File: src/rtl/eth_rstc_pkg.sv
package eth_rstc_pkg;
  // register addresses
  localparam int unsigned ADR_CFG      = 0;
  localparam int unsigned ADR_CNT_CTRL = 1;
  localparam int unsigned ADR_TX_CNT   = 2;
  localparam int unsigned ADR_RX_CNT   = 3;
  // configuration word bit positions
  localparam int unsigned BIT_SOFT_TX  = 0;
  localparam int unsigned BIT_SOFT_RX  = 1;
  localparam int unsigned BIT_SOFT_SYS = 2;
  localparam int unsigned CFG_W        = 3;
  // counter control bit
  localparam int unsigned BIT_CNT_CLR  = 0;
  // reset domains
  localparam int unsigned DOM_TX  = 0;
  localparam int unsigned DOM_RX  = 1;
  localparam int unsigned DOM_SYS = 2;
  localparam int unsigned DOM_CSR = 3;
  localparam int unsigned NUM_DOM = 4;
endpackage

File: src/rtl/eth_rstc_sync.sv
module eth_rstc_sync (
  input  logic clk,
  input  logic arst,
  input  logic srst,
  output logic rst_out
);
  logic [1:0] stage_q;

  always_ff @(posedge clk or posedge arst) begin
    if (arst) stage_q <= 2'b11;
    else      stage_q <= {stage_q[0], srst};
  end

  assign rst_out = stage_q[1];
endmodule

File: src/rtl/eth_rstc_settle.sv
module eth_rstc_settle #(
  parameter int unsigned SETTLE = 16
) (
  input  logic clk,
  input  logic arst,
  input  logic rst_in,
  output logic ready
);
  localparam int unsigned CW = (SETTLE < 2) ? 1 : $clog2(SETTLE);
  localparam logic [CW-1:0] LAST = CW'(SETTLE - 1);

  logic [CW-1:0] cnt_q;
  logic          done_q;
  logic          reach;

  assign reach = (cnt_q == LAST);

  always_ff @(posedge clk or posedge arst) begin
    if (arst) begin
      cnt_q  <= '0;
      done_q <= 1'b0;
    end else if (rst_in) begin
      cnt_q  <= '0;
      done_q <= 1'b0;
    end else if (!done_q) begin
      if (reach) done_q <= 1'b1;
      else       cnt_q  <= cnt_q + 1'b1;
    end
  end

  assign ready = done_q & ~rst_in;
endmodule

File: src/rtl/eth_rstc_regs.sv
module eth_rstc_regs
  import eth_rstc_pkg::*;
#(
  parameter int unsigned ADDR_W = 4,
  parameter int unsigned DATA_W = 32,
  parameter int unsigned CNT_W  = 16
) (
  input  logic              clk,
  input  logic              por_n,
  input  logic              csr_rst_n,
  input  logic [ADDR_W-1:0] reg_addr,
  input  logic              reg_wr,
  input  logic [DATA_W-1:0] reg_wdata,
  input  logic              reg_rd,
  output logic [DATA_W-1:0] reg_rdata,
  input  logic              tx_frame_done,
  input  logic              rx_frame_done,
  output logic [CFG_W-1:0]  soft_bits,
  output logic [CNT_W-1:0]  tx_count,
  output logic [CNT_W-1:0]  rx_count
);
  logic csr_arst;
  logic por_arst;
  logic cfg_wr;
  logic cnt_clr;
  logic [CFG_W-1:0]  cfg_q;
  logic [DATA_W-1:0] rdata_q;
  logic [1:0]        frame_in;
  logic [CNT_W-1:0]  cnt_q [2];

  function automatic logic [CNT_W-1:0] cnt_next(input logic [CNT_W-1:0] cur,
                                                input logic inc, input logic clr);
    if (clr) return '0;
    return cur + CNT_W'(inc);
  endfunction

  function automatic logic [DATA_W-1:0] rd_mux(input logic [ADDR_W-1:0] a,
                                               input logic [CFG_W-1:0] cfg,
                                               input logic [CNT_W-1:0] txc,
                                               input logic [CNT_W-1:0] rxc);
    logic [DATA_W-1:0] v;
    v = '0;
    if (a == ADDR_W'(ADR_CFG))         v = DATA_W'(cfg);
    else if (a == ADDR_W'(ADR_TX_CNT)) v = DATA_W'(txc);
    else if (a == ADDR_W'(ADR_RX_CNT)) v = DATA_W'(rxc);
    return v;
  endfunction

  assign csr_arst = ~por_n | ~csr_rst_n;
  assign por_arst = ~por_n;
  assign cfg_wr   = reg_wr && (reg_addr == ADDR_W'(ADR_CFG));
  assign cnt_clr  = reg_wr && (reg_addr == ADDR_W'(ADR_CNT_CTRL)) && reg_wdata[BIT_CNT_CLR];
  assign frame_in = {rx_frame_done, tx_frame_done};

  always_ff @(posedge clk or posedge csr_arst) begin
    if (csr_arst)    cfg_q <= '0;
    else if (cfg_wr) cfg_q <= reg_wdata[CFG_W-1:0];
  end

  always_ff @(posedge clk or posedge csr_arst) begin
    if (csr_arst)    rdata_q <= '0;
    else if (reg_rd) rdata_q <= rd_mux(reg_addr, cfg_q, cnt_q[0], cnt_q[1]);
  end

  for (genvar g = 0; g < 2; g++) begin : g_cnt
    always_ff @(posedge clk or posedge por_arst) begin
      if (por_arst) cnt_q[g] <= '0;
      else          cnt_q[g] <= cnt_next(cnt_q[g], frame_in[g], cnt_clr);
    end
  end

  assign soft_bits = cfg_q;
  assign reg_rdata = rdata_q;
  assign tx_count  = cnt_q[0];
  assign rx_count  = cnt_q[1];
endmodule

File: src/rtl/eth_rst_ctrl.sv
module eth_rst_ctrl
  import eth_rstc_pkg::*;
#(
  parameter int unsigned ADDR_W = 4,
  parameter int unsigned DATA_W = 32,
  parameter int unsigned CNT_W  = 16,
  parameter int unsigned SETTLE = 16
) (
  input  logic              clk,
  input  logic              por_n,
  input  logic              csr_rst_n,
  input  logic              tx_rst_n,
  input  logic              rx_rst_n,
  input  logic [ADDR_W-1:0] reg_addr,
  input  logic              reg_wr,
  input  logic [DATA_W-1:0] reg_wdata,
  input  logic              reg_rd,
  output logic [DATA_W-1:0] reg_rdata,
  input  logic              tx_frame_done,
  input  logic              rx_frame_done,
  output logic              tx_rst_out,
  output logic              rx_rst_out,
  output logic              sys_rst_out,
  output logic              csr_rst_out,
  output logic              tx_lanes_stable,
  output logic              rx_pcs_ready
);
  logic [CFG_W-1:0]   cfg_bits;
  logic [CNT_W-1:0]   tx_cnt_q;
  logic [CNT_W-1:0]   rx_cnt_q;
  logic               core_pin;
  logic [NUM_DOM-1:0] dom_arst;
  logic [NUM_DOM-1:0] dom_srst;
  logic [NUM_DOM-1:0] dom_rst;

  eth_rstc_regs #(.ADDR_W(ADDR_W), .DATA_W(DATA_W), .CNT_W(CNT_W)) u_regs (
    .clk(clk), .por_n(por_n), .csr_rst_n(csr_rst_n),
    .reg_addr(reg_addr), .reg_wr(reg_wr), .reg_wdata(reg_wdata),
    .reg_rd(reg_rd), .reg_rdata(reg_rdata),
    .tx_frame_done(tx_frame_done), .rx_frame_done(rx_frame_done),
    .soft_bits(cfg_bits), .tx_count(tx_cnt_q), .rx_count(rx_cnt_q)
  );

  // hardware sources assert asynchronously; soft bits enter the synchronizer
  assign core_pin          = ~csr_rst_n | ~por_n;
  assign dom_arst[DOM_TX]  = core_pin | ~tx_rst_n;
  assign dom_arst[DOM_RX]  = core_pin | ~rx_rst_n;
  assign dom_arst[DOM_SYS] = core_pin;
  assign dom_arst[DOM_CSR] = core_pin;
  assign dom_srst[DOM_TX]  = cfg_bits[BIT_SOFT_TX] | cfg_bits[BIT_SOFT_SYS];
  assign dom_srst[DOM_RX]  = cfg_bits[BIT_SOFT_RX] | cfg_bits[BIT_SOFT_SYS];
  assign dom_srst[DOM_SYS] = cfg_bits[BIT_SOFT_SYS];
  assign dom_srst[DOM_CSR] = 1'b0;

  for (genvar d = 0; d < NUM_DOM; d++) begin : g_sync
    eth_rstc_sync u_sync (
      .clk(clk), .arst(dom_arst[d]), .srst(dom_srst[d]), .rst_out(dom_rst[d])
    );
  end

  assign tx_rst_out  = dom_rst[DOM_TX];
  assign rx_rst_out  = dom_rst[DOM_RX];
  assign sys_rst_out = dom_rst[DOM_SYS];
  assign csr_rst_out = dom_rst[DOM_CSR];

  eth_rstc_settle #(.SETTLE(SETTLE)) u_tx_settle (
    .clk(clk), .arst(dom_arst[DOM_TX]), .rst_in(dom_rst[DOM_TX]), .ready(tx_lanes_stable)
  );

  eth_rstc_settle #(.SETTLE(SETTLE)) u_rx_settle (
    .clk(clk), .arst(dom_arst[DOM_RX]), .rst_in(dom_rst[DOM_RX]), .ready(rx_pcs_ready)
  );
endmodule

File: config.mk
export PLATFORM = sky130hd
export DESIGN_NAME = eth_rst_ctrl
export DESIGN_NICKNAME = d
export VERILOG_FILES = /design/src/rtl/eth_rstc_pkg.sv /design/src/rtl/eth_rstc_sync.sv /design/src/rtl/eth_rstc_settle.sv /design/src/rtl/eth_rstc_regs.sv /design/src/rtl/eth_rst_ctrl.sv
export SDC_FILE = /design/constraint.sdc
export NUM_CORES = 1
export LEC_CHECK = 0
export BUFFER_PORTS_ARGS = -buffer_cell sky130_fd_sc_hd__buf_2
export CORE_MARGIN = 4
export CORE_UTILIZATION = 35
export DETAILED_ROUTE_END_ITERATION = 10
export GPL_TIMING_DRIVEN = 0
export PLACE_DENSITY = 0.63
export SLEW_MARGIN = 0
export SYNTH_ARGS = -nofsm -noshare
export SYNTH_HDL_FRONTEND = slang
export SYNTH_SLANG_ARGS = --single-unit
File: constraint.sdc
create_clock -name clk -period 1.7 [get_ports clk]
set_input_delay 0.34 -clock clk [delete_from_list [all_inputs] [get_ports clk]]
set_output_delay 0.34 -clock clk [all_outputs]
set_load 0.02 [all_outputs]
==> run summary, run 1 <==
switching pwr -> 0.00143 W
fraction of final layout cells sized beyond drive strength 1 -> 0.287
Rows -> 36
first-pass GRT wire length -> 12800 um
Worst VDD drop -> 0.371 mV
gr usage total -> 0.143
Yosys reg bits -> 69
Tmin final -> 1.58 ns
CTS sink cnt -> 69
initial antenna violation count -> 0
hpwl dp -> 5590 um
Worst Hold Class -> primary input to asynchronous set/reset pin
Seq. cell area -> 0.00174 mm^2
Root Buffer -> clkbuf_8
Worst Max-Slew Pin Slew -> 0.788 ns
residual overflow from global routing -> 0
Max Buffers Root-to-Sink -> 2
Final Hold Viols -> 0
unrepaired setup endpoints after global routing -> no
Initial Util -> 0.359
max-cap viol count -> 0
PwrDens -> 1080 mW/mm^2
CP Capture Type -> register
DRT iter0 DRCs -> 113
headroom to the max-slew limit -> 0.475
area of the multi-input gates -> 0.00157 mm^2
leakage power -> 1.83 nW
cell area after layout -> 0.00416 mm^2
die height -> 108 um
share of total power in combinational logic -> 0.190
routed length per instance -> 14.3 um
Slew Viols, Final -> 0
Routed met2 length -> 3780 um
RePlAce Congestion -> 0.813
CTS buffer count -> 9
Finish-stage setup viols -> 0
synthesis warning total -> 0
dpl cell area -> 0.00392 mm^2
critical path class -> register to register
most numerous cell in the Yosys netlist -> dfrtp_1
via count -> 2681
Critical Path AT -> 1.85 ns
DRT Wirelength -> 7750 um
layout net count -> 457
final worst-path cycle share -> 0.931
Post-Syn Instances -> 341
top layer in use -> met4
Int Pwr -> 0.00305 W
largest area contributor in the netlist -> dfrtp_1
CTS tree -> done
Post-synth EDFFs -> 0
DRT antenna net count -> 0
post-synthesis sequential area ratio -> 0.495
Reg clk slew, reported paths -> 0.07 ns
largest net degree at the start of global routing -> 36
Main synth FF type -> dfrtp_1
Switching Fraction -> 0.318
Hold Worst Slack -> 0.00927 ns
antenna cells -> 0
Max Fclk -> 632 MHz
outcome -> complete, no violations
Synth Area per Inst -> 10.3 um^2
DR DRC count -> 0
biggest fanout along the worst timing path -> 5
Yosys top cell area share -> 0.435
# port buffers -> 37
drt pass-1 iters -> 4
main area contributors after synthesis -> dfrtp_1 43%, mux2_2 6.4%, dfstp_2 6.0%
synth-to-layout area growth -> 18.6%
Worst-Skew Late Latency -> 0.35 ns
total core area -> 0.00977 mm^2
met3 WL -> 377 um
sequential fraction of design power -> 0.514
Die X-Extent -> 108 um
routed length on met1 -> 3460 um
Async S/R FF share, synth -> 1.00
CTS H-Tree Depth -> 3
synth cell count leaders -> 61 x dfrtp_1, 28 x o21ai_0, 25 x inv_1
Die ar. -> 0.0117 mm^2
Ports -> 83
CP Data Required Time -> 1.97 ns
crit start category -> register
Clock Skew -> 0.00651 ns
unique cell type count in the Yosys netlist -> 46
post-route setup TNS -> 0 ns
Clk pwr share -> 0.296
mapped cell area -> 0.00351 mm^2
vias in the first global route -> 2598
vias per inst -> 4.93
Fillers -> 955
final timing paths:
kind                                             startpoint  slack, ns  cells past startpoint                           to
min in group clk                               reg_wdata[2]       0.23                      2          u_regs.soft_bits[2]
worst min-delay path                               tx_rst_n      0.009                      2           u_tx_settle.done_q
worst min register to register  g_sync[1].u_sync.stage_q[0]       0.35                      0  g_sync[1].u_sync.stage_q[1]
worst max-delay path                     u_regs.tx_count[0]       0.12                      4           u_regs.tx_count[9]
worst max register to register           u_regs.tx_count[0]       0.12                      4           u_regs.tx_count[9]
max in group asynchronous                             por_n       0.52                      2         u_regs.reg_rdata[10]
registers in the layout (all words and copies together), names as in the netlist:
signal                 cells
u_regs.rx_count           16
u_regs.tx_count           16
u_rx_settle.cnt_q          4
u_regs.reg_rdata          16
u_tx_settle.done_q         1
u_tx_settle.cnt_q          4
u_regs.soft_bits           3
u_rx_settle.done_q         1
g_sync.u_sync.stage_q      8
power by group through the flow:
stage                     combinational, W  clock [W]  sequential, W
after global placement            0.000812          0        0.00229
final                             0.000851    0.00133        0.00230
after CTS                         0.000850    0.00136        0.00228
after global routing              0.000972    0.00144        0.00234
after detailed placement          0.000838          0        0.00231
after floorplan                   0.000600          0        0.00227
cells by family after synthesis:
| family | Yosys count | synth area share |
|---|---|---|
| adder cells (fa/ha/maj) | 6 | 0.0214 |
| XOR/XNOR | 9 | 0.0225 |
| AO/OA/AOI/OAI | 71 | 0.121 |
| buffers and inverters | 55 | 0.0845 |
| AND/OR/NAND/NOR | 101 | 0.165 |
| other | 1 | 0.00107 |
| multiplexers | 29 | 0.0898 |
| flip-flops | 69 | 0.495 |
placed cells by master (no fill, tap or decap), types with 8 or more instances in the layout:
cell / synthesis / layout
dfstp_2: 8 / 8
nand2_1: 10 / 10
mux2_2: 20 / 20
inv_1: 25 / 25
nor2_1: 17 / 17
o21ai_0: 28 / 28
clkbuf_8: 0 / 10
o21bai_1: 8 / 8
buf_4: 16 / 16
buf_2: 6 / 43
dfrtp_1: 61 / 61
mux2i_1: 9 / 9
conb_1: 1 / 17
a21oi_1: 17 / 17
nand3_1: 23 / 23
layout make-up:
| cell class | instances | area share |
|---|---|---|
| Buffer | 30 | 0.0487 |
| Clock buffer | 12 | 0.0349 |
| Clock inverter | 4 | 0.0114 |
| Inverter | 25 | 0.0225 |
| Multi-Input combinational cell | 233 | 0.378 |
| Sequential cell | 69 | 0.417 |
| Tap cell | 133 | 0.0400 |
| Timing Repair Buffer | 38 | 0.0469 |
through the flow:
step	total power, W	util	instances	setup slack, ns
detailed placement	0.00315	0.401	527	-0.382
CTS	0.00449	0.424	544	0.0251
global placement	0.00310	0.401	527	-0.361
finish	0.00448	0.426	544	0.117
global route	0.00475	0.426	544	0.0102
floorplan	0.00287	-	357	0.124
worst max-delay path, stage by stage, from the launching register on:
cell and delay, ns:
dfrtp_1 0.38, ha_1 0.19, nand4_1 0.23, or4_1 0.53, a21oi_1 0.18
per-layer routing:
metal	up-vias	global-route usage
met1	1300	0.180
met5	-	0
met4	0	0.0631
li1	1316	-
met2	56	0.231
met3	9	0.0376
repair_timing:
| item | in CTS | in global routing |
|---|---|---|
| hold endpoints to repair | 5 | 0 |
| hold buffers | 1 | 0 |
| pin swaps | 0 | 0 |
| setup buffers | 0 | 0 |
| gates resized for setup | 4 | 3 |
| setup endpoints to repair | 8 | 7 |
Note: power is estimated with default switching activity, not from simulation.
==> inputs of run 2 (changes only) <==
--- a/config.mk
+++ b/config.mk
@@ -6,11 +6,13 @@
 export NUM_CORES = 1
 export LEC_CHECK = 0
 export BUFFER_PORTS_ARGS = -buffer_cell sky130_fd_sc_hd__buf_2
+export CORE_ASPECT_RATIO = 0.8
 export CORE_MARGIN = 4
-export CORE_UTILIZATION = 35
+export CORE_UTILIZATION = 40
 export DETAILED_ROUTE_END_ITERATION = 10
 export GPL_TIMING_DRIVEN = 0
-export PLACE_DENSITY = 0.63
+export MAX_ROUTING_LAYER = met4
+export PLACE_DENSITY = 0.7
 export SLEW_MARGIN = 0
 export SYNTH_ARGS = -nofsm -noshare
 export SYNTH_HDL_FRONTEND = slang
==> run summary, run 2 (same netlist as run 1, synthesis figures left out) <==
Finish-stage setup viols -> 0 (unchanged)
CTS sink cnt -> 69 (unchanged)
reg2reg path depth -> 5 (+1)
Tmin final -> 1.59 ns (+0.00359 ns)
total power -> 0.00457 W (+2.1%)
CTS buffer count -> 9 (unchanged)
gr usage total -> 0.167 (+0.0238)
Rows -> 30 (-17%)
Clock Skew -> 0.00678 ns (+0.000278 ns)
Max Buffers Root-to-Sink -> 2 (unchanged)
crit start category -> register
die height -> 91.8 um (-15%)
CTS tree -> done
Fillers -> 765 (-20%)
vias per inst -> 5.21 (+5.6%)
synth-to-layout area growth -> 19.3%
biggest fanout along the worst timing path -> 10 (+5)
Switching Fraction -> 0.314 (-0.00420)
Hold Worst Slack -> 0.0112 ns (+0.00191 ns)
worst r2r dst -> u_regs.rx_count[14]
fraction of final layout cells sized beyond drive strength 1 -> 0.299 (+0.0122)
vias in the first global route -> 2698 (+3.8%)
pre-CTS WS -> -0.414 ns (-0.0328 ns)
unrepaired setup endpoints after global routing -> yes
Die ar. -> 0.0103 mm^2 (-12%)
DRT antenna net count -> 0 (unchanged)
residual overflow from global routing -> 0 (unchanged)
area of the multi-input gates -> 0.00161 mm^2 (+2.3%)
CP Capture Type -> register
Worst VDD drop -> 0.677 mV (+82%)
Int Pwr -> 0.00314 W (+2.8%)
CP bufs+invs -> 1 (+1)
PwrDens -> 1090 mW/mm^2 (+1.5%)
fin cells -> 523 (-3.9%)
Reg clk slew, reported paths -> 0.07 ns (about the same)
outcome -> complete, no violations
Critical Path AT -> 1.85 ns (about the same)
share of total power in combinational logic -> 0.194 (+0.004)
Max Fclk -> 630 MHz (-0.23%)
Worst-Skew Late Latency -> 0.34 ns (about the same)
critical path class -> register to register
Final Hold Viols -> 0 (unchanged)
CP startpoint -> u_regs.rx_count[0]
DRT iter0 DRCs -> 200 (+77%)
crit path cell chain -> ha_2 > nand4_4 > buf_6 > nor4_2 > mux2i_1
CP Depth -> 5 (+1)
Root Buffer -> clkbuf_8
first-pass GRT wire length -> 13400 um (+4.4%)
routed length per instance -> 15.2 um (+6.5%)
hpwl dp -> 5850 um (+4.5%)
CP Data Required Time -> 1.97 ns (about the same)
CTS H-Tree Depth -> 3 (unchanged)
Slowest Stage Delay on Critical Path -> 0.38 ns (-0.15 ns)
initial antenna violation count -> 0 (unchanged)
drt pass-1 iters -> 4 (unchanged)
via count -> 2723 (+1.6%)
Ports -> 83 (unchanged)
sequential fraction of design power -> 0.501 (-0.013)
DR DRC count -> 0 (unchanged)
leakage power -> 1.87 nW (+2.3%)
final worst-path cycle share -> 0.933 (+0.00211)
max-cap viol count -> 0 (unchanged)
final worst slack -> 0.113 ns (-0.00359 ns)
Crit Reg-Reg Startpoint -> u_regs.rx_count[0]
commonest non-fill, non-tap cells in the layout -> 61 x dfrtp_1, 43 x buf_2, 28 x o21ai_0, 25 x inv_1, 23 x nand3_1
CP Capture Point -> u_regs.rx_count[14]
flop-to-flop setup slack -> 0.11 ns (about the same)
Initial Util -> 0.412 (+0.0528)
Slew Viols, Final -> 0 (unchanged)
total core area -> 0.00852 mm^2 (-13%)
Die X-Extent -> 113 um (+4.2%)
Clk pwr share -> 0.306 (+0.010)
commonest non-fill, non-tap cell in the layout -> dfrtp_1
DRT Wirelength -> 7940 um (+2.4%)
headroom to the max-slew limit -> 0.481 (+0.00659)
largest net degree at the start of global routing -> 36 (unchanged)
CP top delay family -> simple AND/OR/NAND/NOR gates
Crit-path slowest cell -> dfrtp_1
Seq. cell area -> 0.00174 mm^2 (unchanged)
Worst Hold Class -> primary input to asynchronous set/reset pin
switching pwr -> 0.00144 W (+0.79%)
# port buffers -> 37 (unchanged)
antenna cells -> 0 (unchanged)
Worst Max-Slew Pin Slew -> 0.778 ns (-0.00989 ns)
placed insts -> 506 (-4.0%)
layout net count -> 457 (unchanged)
RePlAce Congestion -> 0.881 (+8.3%)
## run 2: area by class of cell
cell class	instances	area share
inverter	25	0.0224
timing repair buffer	38	0.0460
clock buffer	13	0.0403
tap	112	0.0335
buffer	30	0.0484
sequential	69	0.415
clock inverter	3	0.0102
multi-input combinational	233	0.385
## run 2: timing repair
action                                  4_1_cts  5_1_grt
hold buffers                                  0        0
endpoints found under the setup margin       22       11
buffers inserted                              0        1
resized for setup                             4        8
## run 2: how the worst min path moves through the flow
stage                                 from                           to  slack [ns]  cells after the start
2_1_floorplan                        por_n           u_regs.rx_count[0]        0.04                      0
3_3_place_gp   g_sync[3].u_sync.stage_q[0]  g_sync[3].u_sync.stage_q[1]        0.35                      0
3_5_place_dp   g_sync[0].u_sync.stage_q[0]  g_sync[0].u_sync.stage_q[1]        0.35                      0
4_1_cts                           rx_rst_n           u_rx_settle.done_q        0.02                      2
5_1_grt                           tx_rst_n         u_tx_settle.cnt_q[0]        0.02                      2
6_report                          rx_rst_n           u_rx_settle.done_q        0.01                      2
## run 2: worst reg2reg max path: cells and delay by family (launching register included)
kind | cells | cell delay [ns]
and+or+nand+nor | 2 | 0.48
muxes | 1 | 0.22
adders and majority gates | 1 | 0.24
DFF | 1 | 0.38
buffers and inverters | 1 | 0.20
## run 2: power by group through the flow
stage	Clock, W	Combinational, W	Sequential [W]
2_1_floorplan	0	0.000600	0.00227
3_3_place_gp	0	0.000834	0.00228
3_5_place_dp	0	0.000863	0.00230
4_1_cts	0.00142	0.000877	0.00227
5_1_grt	0.00151	0.000999	0.00234
6_report	0.00140	0.000885	0.00229
## run 2: routing by layer
metal | up-vias | routed length (um) | GRT usage
li1 | 1315 | - | -
met1 | 1327 | 3660 | 0.229
met2 | 72 | 3680 | 0.238
met3 | 9 | 472 | 0.0475
met4 | 0 | 124 | 0.0561
met5 | - | 0 | -
## run 2: metrics by stage
step	instance area [um^2]	setup TNS (ns)	util
6_report	4190	0	0.491
5_1_grt	4190	-0.0234	0.491
4_1_cts	4130	0	0.484
3_5_place_dp	3890	-8.99	0.457
2_1_floorplan	3570	0	-
3_3_place_gp	3890	-7.16	0.457
